==> src/rtl/dig_trig_pkg.sv <==
package dig_trig_pkg;

  localparam int CODE_W = 3;

  typedef enum logic [CODE_W-1:0] {
    COND_ANY  = 3'd0,
    COND_LOW  = 3'd1,
    COND_HIGH = 3'd2,
    COND_RISE = 3'd3,
    COND_FALL = 3'd4
  } condCode_e;

  typedef enum logic [1:0] {
    ST_IDLE  = 2'd0,
    ST_SEEK  = 2'd1,
    ST_DELAY = 2'd2,
    ST_FIRED = 2'd3
  } seqState_e;

  // strobes from control to datapath
  typedef struct packed {
    logic loadDelay;
    logic stepDelay;
  } dpCtrl_t;

  function automatic logic condMet(input logic [CODE_W-1:0] code,
                                   input logic cur, input logic prev);
    logic ok;
    case (code)
      COND_ANY:  ok = 1'b1;
      COND_LOW:  ok = ~cur;
      COND_HIGH: ok = cur;
      COND_RISE: ok = ~prev & cur;
      COND_FALL: ok = prev & ~cur;
      default:   ok = 1'b0;
    endcase
    return ok;
  endfunction

endpackage

==> src/rtl/dig_trig_dp.sv <==
module dig_trig_dp
  import dig_trig_pkg::*;
#(
  parameter int NUM_CH     = 16,
  parameter int NUM_STAGES = 4,
  parameter int DELAY_W    = 16,
  parameter int STAGE_W    = 2
) (
  input  logic                                 clk,
  input  logic                                 rstN,
  input  logic [NUM_CH-1:0]                    sampleIn,
  input  logic [NUM_STAGES*NUM_CH*CODE_W-1:0]  stageCond,
  input  logic [NUM_STAGES*DELAY_W-1:0]        stageDelay,
  input  logic [STAGE_W-1:0]                   selStage,
  input  dpCtrl_t                              ctrl,
  output logic                                 stageHit,
  output logic                                 delayZero,
  output logic                                 delayLast
);

  logic [NUM_CH-1:0]     prevSample;
  logic [NUM_CH-1:0]     chanOk [NUM_STAGES];
  logic [NUM_STAGES-1:0] stageMatch;
  logic [DELAY_W-1:0]    delayArr [NUM_STAGES];
  logic [DELAY_W-1:0]    selDelay;
  logic [DELAY_W-1:0]    delayCnt;

  always_ff @(posedge clk or negedge rstN) begin
    if (!rstN) prevSample <= '0;
    else       prevSample <= sampleIn;
  end

  for (genvar s = 0; s < NUM_STAGES; s++) begin : g_stage
    for (genvar c = 0; c < NUM_CH; c++) begin : g_chan
      assign chanOk[s][c] = condMet(stageCond[(s*NUM_CH+c)*CODE_W +: CODE_W],
                                    sampleIn[c], prevSample[c]);
    end
    assign stageMatch[s] = &chanOk[s];
    assign delayArr[s]   = stageDelay[s*DELAY_W +: DELAY_W];
  end

  assign selDelay  = delayArr[selStage];
  assign stageHit  = stageMatch[selStage];
  assign delayZero = (selDelay == '0);
  assign delayLast = (delayCnt == DELAY_W'(1));

  always_ff @(posedge clk or negedge rstN) begin
    if (!rstN)               delayCnt <= '0;
    else if (ctrl.loadDelay) delayCnt <= selDelay;
    else if (ctrl.stepDelay) delayCnt <= delayCnt - DELAY_W'(1);
  end

endmodule

==> src/rtl/dig_trig_ctrl.sv <==
module dig_trig_ctrl
  import dig_trig_pkg::*;
#(
  parameter int STAGE_W = 2
) (
  input  logic               clk,
  input  logic               rstN,
  input  logic               armStrobe,
  input  logic [STAGE_W-1:0] lastStage,
  input  logic               stageHit,
  input  logic               delayZero,
  input  logic               delayLast,
  output dpCtrl_t            ctrl,
  output logic [STAGE_W-1:0] curStage,
  output logic               trigPulse
);

  seqState_e          state, nState;
  logic [STAGE_W-1:0] stage, nStage;
  logic               nPulse;
  logic               advance;

  always_comb begin
    nState  = state;
    nStage  = stage;
    nPulse  = 1'b0;
    advance = 1'b0;
    ctrl    = '0;
    if (armStrobe) begin
      nState = ST_SEEK;
      nStage = '0;
    end else begin
      case (state)
        ST_SEEK: begin
          if (stageHit) begin
            if (delayZero) advance = 1'b1;
            else begin
              nState         = ST_DELAY;
              ctrl.loadDelay = 1'b1;
            end
          end
        end
        ST_DELAY: begin
          if (delayLast) advance = 1'b1;
          else           ctrl.stepDelay = 1'b1;
        end
        default: ;
      endcase
      if (advance) begin
        if (stage == lastStage) begin
          nState = ST_FIRED;
          nPulse = 1'b1;
        end else begin
          nState = ST_SEEK;
          nStage = stage + STAGE_W'(1);
        end
      end
    end
  end

  always_ff @(posedge clk or negedge rstN) begin
    if (!rstN) begin
      state     <= ST_IDLE;
      stage     <= '0;
      trigPulse <= 1'b0;
    end else begin
      state     <= nState;
      stage     <= nStage;
      trigPulse <= nPulse;
    end
  end

  assign curStage = stage;

endmodule

==> src/rtl/dig_trig_seq.sv <==
module dig_trig_seq
  import dig_trig_pkg::*;
#(
  parameter int NUM_CH     = 16,
  parameter int NUM_STAGES = 4,
  parameter int DELAY_W    = 16,
  localparam int STAGE_W   = (NUM_STAGES > 1) ? $clog2(NUM_STAGES) : 1,
  localparam int COND_BITS = NUM_STAGES * NUM_CH * CODE_W
) (
  input  logic                          clk,
  input  logic                          rstN,
  input  logic [NUM_CH-1:0]             sampleIn,
  input  logic [COND_BITS-1:0]          stageCond,
  input  logic [NUM_STAGES*DELAY_W-1:0] stageDelay,
  input  logic [STAGE_W-1:0]            lastStage,
  input  logic                          armStrobe,
  output logic                          trigPulse,
  output logic [STAGE_W-1:0]            curStage
);

  dpCtrl_t dpCtrl;
  logic    stageHit;
  logic    delayZero;
  logic    delayLast;

  dig_trig_dp #(
    .NUM_CH(NUM_CH), .NUM_STAGES(NUM_STAGES),
    .DELAY_W(DELAY_W), .STAGE_W(STAGE_W)
  ) u_dp (
    .clk(clk), .rstN(rstN), .sampleIn(sampleIn),
    .stageCond(stageCond), .stageDelay(stageDelay),
    .selStage(curStage), .ctrl(dpCtrl),
    .stageHit(stageHit), .delayZero(delayZero), .delayLast(delayLast)
  );

  dig_trig_ctrl #(.STAGE_W(STAGE_W)) u_ctrl (
    .clk(clk), .rstN(rstN), .armStrobe(armStrobe), .lastStage(lastStage),
    .stageHit(stageHit), .delayZero(delayZero), .delayLast(delayLast),
    .ctrl(dpCtrl), .curStage(curStage), .trigPulse(trigPulse)
  );

endmodule

==> config.mk <==
export PLATFORM = sky130hd
export DESIGN_NAME = dig_trig_seq
export DESIGN_NICKNAME = d
export VERILOG_FILES = /design/src/rtl/dig_trig_pkg.sv /design/src/rtl/dig_trig_dp.sv /design/src/rtl/dig_trig_ctrl.sv /design/src/rtl/dig_trig_seq.sv
export SDC_FILE = /design/constraint.sdc
export NUM_CORES = 1
export LEC_CHECK = 0
export BUFFER_PORTS_ARGS = -buffer_cell sky130_fd_sc_hd__buf_4
export CAP_MARGIN = 20
export CORE_ASPECT_RATIO = 1.1
export CORE_UTILIZATION = 30
export DETAILED_ROUTE_END_ITERATION = 7
export PLACE_DENSITY = 0.63
export SYNTH_ARGS = -nofsm -noshare
export SYNTH_HDL_FRONTEND = slang
export SYNTH_SLANG_ARGS = --single-unit
==> constraint.sdc <==
create_clock -name clk -period 6.7 [get_ports clk]
set_clock_uncertainty 0.1 [all_clocks]
set_input_delay 0.67 -clock clk [delete_from_list [all_inputs] [get_ports clk]]
set_output_delay 0.67 -clock clk [all_outputs]
set_load 0.005 [all_outputs]
==> Word level (Yosys, flattened, before mapping) <==
Index checks and enable logic that the tools add are counted.
{ "totals": {"elab_cells": 505, "out_inout_bits": 3, "reg_bits": 37} }
{ "op_classes": {"order_cmp": 2, "muxes": 94, "add_sub_neg": 2, "reduce_logical": 75, "eq_ne": 262, "bitwise": 65} }
{ "ops": {"columns": ["operator", "count"], "rows": [
  ["$eq 3x2->1 const B", 128],
  ["$pmux 1 s5", 64],
  ["$eq 3x1->1 const B", 64],
  ["$eq 3x3->1 const B", 64],
  ["$logic_not 3->1", 64],
  ["$mux 16", 4],
  ["$reduce_and 16->1", 4],
  ["$and 1x1->1", 32],
  ["$bmux 16 s2", 1],
  ["$not 1->1", 32],
  ["$mux 2", 10],
  ["$eq 16x1->1 const B", 1],
  ["$logic_not 16->1", 1],
  ["$sub 16x1->16 const B", 1],
  ["$mux 1", 13],
  ["$reduce_bool 3->1", 2],
  ["$reduce_bool 2->1", 2],
  ["$ge 3x3->1 const B", 1],
  ["$lt 2x3->1 const B", 1],
  ["$ne 3x2->1 const B", 1],
  ["$not 2->3", 1],
  ["$reduce_and 3->1", 1],
  ["$add 2x1->2 const B", 1],
  ["$bmux 1 s2", 1],
  ["6 further kinds", 6]
]} }

==> Logic depth before layout (Yosys ltp) <==
{ "depth": {"word_depth": 11, "ltp_mapped": 12, "depth_no_buf": 9} }

==> By module <==
A second synthesis with hierarchy kept.
{ "hier_totals": {"hier_cells": 544, "hier_area_um2": 4142.7} }
{ "by_module_without_submodules": {"columns": ["mod", "n_inst", "cells_each", "seq_area_each_um2", "area_each_um2"], "rows": [
  ["dig_trig_dp", 1, 509, 800.8, 3788.6],
  ["dig_trig_ctrl", 1, 35, 125.1, 354.1]
]} }

==> Least setup slack after synthesis <==
OpenSTA, ideal clock, no wires.
{ "synth_path": {"path_kind": "input to register", "startpoint": "input stageCond[24]", "endpoint": "register u_ctrl.stage[1], in the netlist u_ctrl.curStage[1]", "cell_stages": 9, "arrival_time_ps": 3093, "setup_ps": 78, "t_required_ps": 6522, "path_buffers": 0, "setup_slack_ps": 3429, "path_cell_list": "nand2b_1 > a221oi_1 > and4_1 > or3b_1 > or4_1 > a21boi_1 > a32oi_1 > or4_1 > a21oi_1"} }
{ "synth_via": {"elab_chain_len": 10} }
{ "synth_lines": {"columns": ["element", "line", "text"], "rows": [
  ["from (decl)", "dig_trig_seq.sv:13", "input logic [COND_BITS-1:0] stageCond,"],
  ["$eq 3x3->1 (tied with other cells)", "dig_trig_pkg.sv:29", "case (code)"],
  ["$pmux 1 s5 *", "dig_trig_pkg.sv:29", null],
  ["$reduce_and 16->1 *", "dig_trig_dp.sv:38", "assign stageMatch[s] = &chanOk[s];"],
  ["$bmux 1 s2 *", "dig_trig_dp.sv:43", "assign stageHit = stageMatch[selStage];"],
  ["$mux 1 (implied by the code) *", "dig_trig_dp.sv:43", null],
  ["$mux 1 *", "dig_trig_ctrl.sv:35", "if (stageHit) begin"],
  ["$pmux 1 s2 *", "dig_trig_ctrl.sv:33", "case (state)"],
  ["$mux 1 *", "dig_trig_ctrl.sv:29", "if (armStrobe) begin"],
  ["$reduce_bool 2->1 (no source line) *", null, null],
  ["$reduce_and 2->1 (no source line) *", null, null],
  ["to (signal assigned)", "dig_trig_ctrl.sv:68", "stage <= nStage;"],
  ["to (decl)", "dig_trig_ctrl.sv:19", "logic [STAGE_W-1:0] stage, nStage;"]
]} }
Mark *: on every way between the ends. The rest lies on a longest branch, timed or not. The select of a mux whose other input is x is not followed.
A chain may end at the register's enable or synchronous reset.

==> Final worst setup path <==
{ "layout_path": {"startpoint": "register u_dp.prevSample[10]", "endpoint": "register u_ctrl.stage[1], in the netlist u_ctrl.curStage[1]"} }
{ "layout_via": {"elab_chain_len": 11} }
{ "layout_lines": {"columns": ["element", "line", "text"], "rows": [
  ["from (decl)", "dig_trig_dp.sv:21", "logic [NUM_CH-1:0] prevSample;"],
  ["from (signal assigned)", "dig_trig_dp.sv:30", "else prevSample <= sampleIn;"],
  ["$not 1->1", "dig_trig_pkg.sv:33", "COND_RISE: ok = ~prev & cur;"],
  ["$and 1x1->1", "dig_trig_pkg.sv:33", null],
  ["$pmux 1 s5", "dig_trig_pkg.sv:29", null],
  ["$reduce_and 16->1", "dig_trig_dp.sv:38", null],
  ["$bmux 1 s2 *", "dig_trig_dp.sv:43", null],
  ["$mux 1 (implied by the code) *", "dig_trig_dp.sv:43", null],
  ["$mux 1 *", "dig_trig_ctrl.sv:35", null],
  ["$pmux 1 s2 *", "dig_trig_ctrl.sv:33", null],
  ["$mux 1 *", "dig_trig_ctrl.sv:29", null],
  ["$reduce_bool 2->1 (no source line) *", null, null],
  ["$reduce_and 2->1 (no source line) *", null, null]
]} }
Marks and branches as above.

==> results.sh <==
export IMPL_hp_class="in2async"
export IMPL_yosysSeqAreaShare=0.225
export IMPL_crit_type="reg2reg"
export IMPL_start_util=0.310
export IMPL_drt_wirelength_per_cell_um=20.9
export IMPL_period_needed_ps=3480
export IMPL_antenna_cells=0
export IMPL_syn_area_mm2=0.00412
export IMPL_worstPathRequired_ps=6810
export IMPL_maxSlewHeadroom=0.389
export IMPL_final_max_slew_viol_count=0
export IMPL_track_usage=0.298
export IMPL_drc=0
export IMPL_holdBufCountCts=0
export IMPL_ant_nets=0
export IMPL_cts_tree="built"
export IMPL_finalCritPeriodShare=0.520
export IMPL_p_comb_frac=0.351
export IMPL_firstDrtPassIters=6
export IMPL_max_vdd_ir_drop_mv=0.0919
export IMPL_syn_inst=552
export IMPL_avgSynthCellArea_um2=7.46
export IMPL_gp_congestion=0.959
export IMPL_postPlaceCellArea_mm2=0.00641
export IMPL_drive_gt1_frac=0.370
export IMPL_fin_nets=1112
export IMPL_clock_sinks=37
export IMPL_cts_clk_slew_worst_paths_ps=60
export IMPL_status="finished clean"
export IMPL_antenna_found_initial=0
export IMPL_synth_edf_count=0
export IMPL_rows=44
export IMPL_syn_nets=833
export IMPL_cts_buffers=5
export IMPL_fillers=1345
export IMPL_timing_fmax_mhz=287
export IMPL_maxCapViolations=0
export IMPL_first_iter_violations=346
export IMPL_finalSetupViolCount=0
export IMPL_place_ws_ps=2470
export IMPL_syn2layout_area_growth_pct=60.3
export IMPL_p_per_area_mw_per_mm2=122
export IMPL_die_h_um=125
export IMPL_swShare=0.301
export IMPL_endpoint_kind="flop"
export IMPL_ys_ff_latch=37
export IMPL_worstPathMaxFanout=6
export IMPL_worst_ep_arrival_time_ps=3590
export IMPL_tns_ps=0
export IMPL_seq_power_share=0.301
export IMPL_intPower_mw=0.564
export IMPL_hold_viol_final=0
export IMPL_worst_slack_ps=3220
export IMPL_worst_skew_pair_late_latency_ps=290
export IMPL_routed_wl_mm=21.3
export IMPL_cts_resized=0
export IMPL_core_area_mm2=0.0133
export IMPL_grt_first_pass_wirelength_mm=31.9
export IMPL_placement_io_buffers=279
export IMPL_clock_root_buffer="clkbuf_16"
export IMPL_final_area_mm2=0.00660
export IMPL_h_tree_depth=2
export IMPL_pin_count=280
export IMPL_power_frac_clock=0.348
export IMPL_hpwl_mm=18.5
export IMPL_final_util=0.497
export IMPL_die_area_mm2=0.0142
export IMPL_grt_ovfl_total=0
export IMPL_vias_per_cell=5.62
export IMPL_first_global_vias=5820
export IMPL_worstMarginPinSlew_ps=916
export IMPL_synthArstFlopShare=1.00
export IMPL_synth_cell_types=55
export IMPL_grt_start_max_net_pins=38
export IMPL_rsz0062_at_grt="no"
export IMPL_seq_area_um2=926
export IMPL_fp_dieW_um=114
export IMPL_post_cts_buffers=0
export IMPL_critPathLaunchType="flop"
export IMPL_p_sw_mw=0.243
export IMPL_multi_input_area_mm2=0.00298
export IMPL_ys_flop_type="dfrtp_1"
export IMPL_vias=5706
export IMPL_p_leak_nw=2.93
export IMPL_cts_buffer_depth=2
export IMPL_yosys_warnings=0
[metal layers]
layer,up-vias,track usage,routed length [µm]
met2,318,0.532,10600
met1,2665,0.335,7870
met4,0,0.144,1060
li1,2662,-,-
met5,-,0,0
met3,61,0.0564,1750
[state kept, by name, indices dropped and copies added (netlist names)]
name	flops
u_dp.delayCnt	16
u_dp.prevSample	16
u_ctrl.curStage	2
u_ctrl.state	2
u_ctrl.trigPulse	1
[metrics by stage]
| stage | total power [mW] | instances | hold WS [ps] |
|---|---|---|---|
| CTS | 0.808 | 1015 | 279 |
| global route | 0.840 | 1016 | 306 |
| global placement | 0.523 | 1007 | 408 |
| detailed placement | 0.528 | 1007 | 414 |
| floorplan | 0.332 | 552 | 274 |
| finish | 0.807 | 1016 | 263 |
[cells by family after synthesis]
group | synth area share
and+or+nand+nor | 0.296
AOI/OAI and AO/OA | 0.301
buffers and inverters | 0.0499
DFF | 0.225
muxes | 0.0876
xor gates and xnor gates | 0.0277
adders and majority gates | 0.0122
[path summary, 6_finish.rpt]
path | depth (start not counted) | from | slack (ps) | to
setup / recovery | 9 | u_dp.prevSample[10]$_DFF_PN0_ | 3220 | u_ctrl.curStage[1]$_DFFE_PN0P_
hold / removal | 1 | rstN | 260 | u_dp.prevSample[5]$_DFF_PN0_
setup reg to reg | 9 | u_dp.prevSample[10]$_DFF_PN0_ | 3220 | u_ctrl.curStage[1]$_DFFE_PN0P_
hold reg to reg | 1 | u_ctrl.state[0]$_DFFE_PN0P_ | 430 | u_ctrl.state[0]$_DFFE_PN0P_
max in group asynchronous | 1 | rstN | 5870 | u_dp.prevSample[14]$_DFF_PN0_
min in group clk | 1 | sampleIn[11] | 430 | u_dp.prevSample[11]$_DFF_PN0_
[power by group through the flow]
stage / clock network [mW] / registers [mW] / logic [mW]
final: 0.281 / 0.243 / 0.283
after global routing: 0.290 / 0.244 / 0.306
after CTS: 0.283 / 0.243 / 0.282
after detailed placement: 0 / 0.247 / 0.280
after global placement: 0 / 0.247 / 0.276
after floorplan: 0 / 0.242 / 0.0895
[cells in the final DEF, fill, tap and decap left out, types with 4 or more instances in the layout]
cell and n:
nor2b_1 25, dfrtp_1 37, xnor2_1 12, nand4_1 14, mux4_2 16, ha_1 4, nor3_1 13, nand2_1 10
a21boi_0 6, nor2_1 50, nand3_1 14, o21ai_0 69, or4_1 9, o22ai_1 12, clkbuf_16 5, a22oi_1 5
a2111oi_0 7, a21oi_1 76, a311oi_1 6, a222oi_1 4, inv_1 42, nor4_1 24, buf_4 280, nand2b_1 46
[final cells by class]
cell class | count | area share
clock buffers | 5 | 0.0190
clock inverters | 3 | 0.00664
inverters | 45 | 0.0256
multi-input cells | 461 | 0.452
flip-flops and latches | 37 | 0.140
well taps | 184 | 0.0349
repair buffers | 281 | 0.321
[cells in the mapped netlist (all sizes together) (4+ instances only)]
library cell	count	share of area
nand2	10	0.0091
a311oi	6	0.013
a2111oi	7	0.015
nor3	13	0.016
dfrtp	37	0.22
a21boi	7	0.013
nand3	14	0.017
nor2	50	0.046
mux4	16	0.088
a21oi	76	0.092
a22oi	5	0.0091
a222oi	4	0.0097
nor2b	25	0.038
xnor2	12	0.026
or4	9	0.016
nor4	24	0.036
nand2b	46	0.070
buf	4	0.0043
inv	44	0.040
nand4	14	0.021
o22ai	12	0.018
ha	4	0.012
clkbuf	5	0.0046
o21ai	70	0.085
[critical path, stage by stage (launching register included)]
cell	delay, ps
dfrtp_1	440
nand2b_1	180
a311oi_1	290
o22ai_1	170
or4_1	600
or4_1	420
a21boi_1	240
a32oi_1	260
or4_1	560
a21oi_1	150
Note: power is estimated with default switching activity, not from simulation.
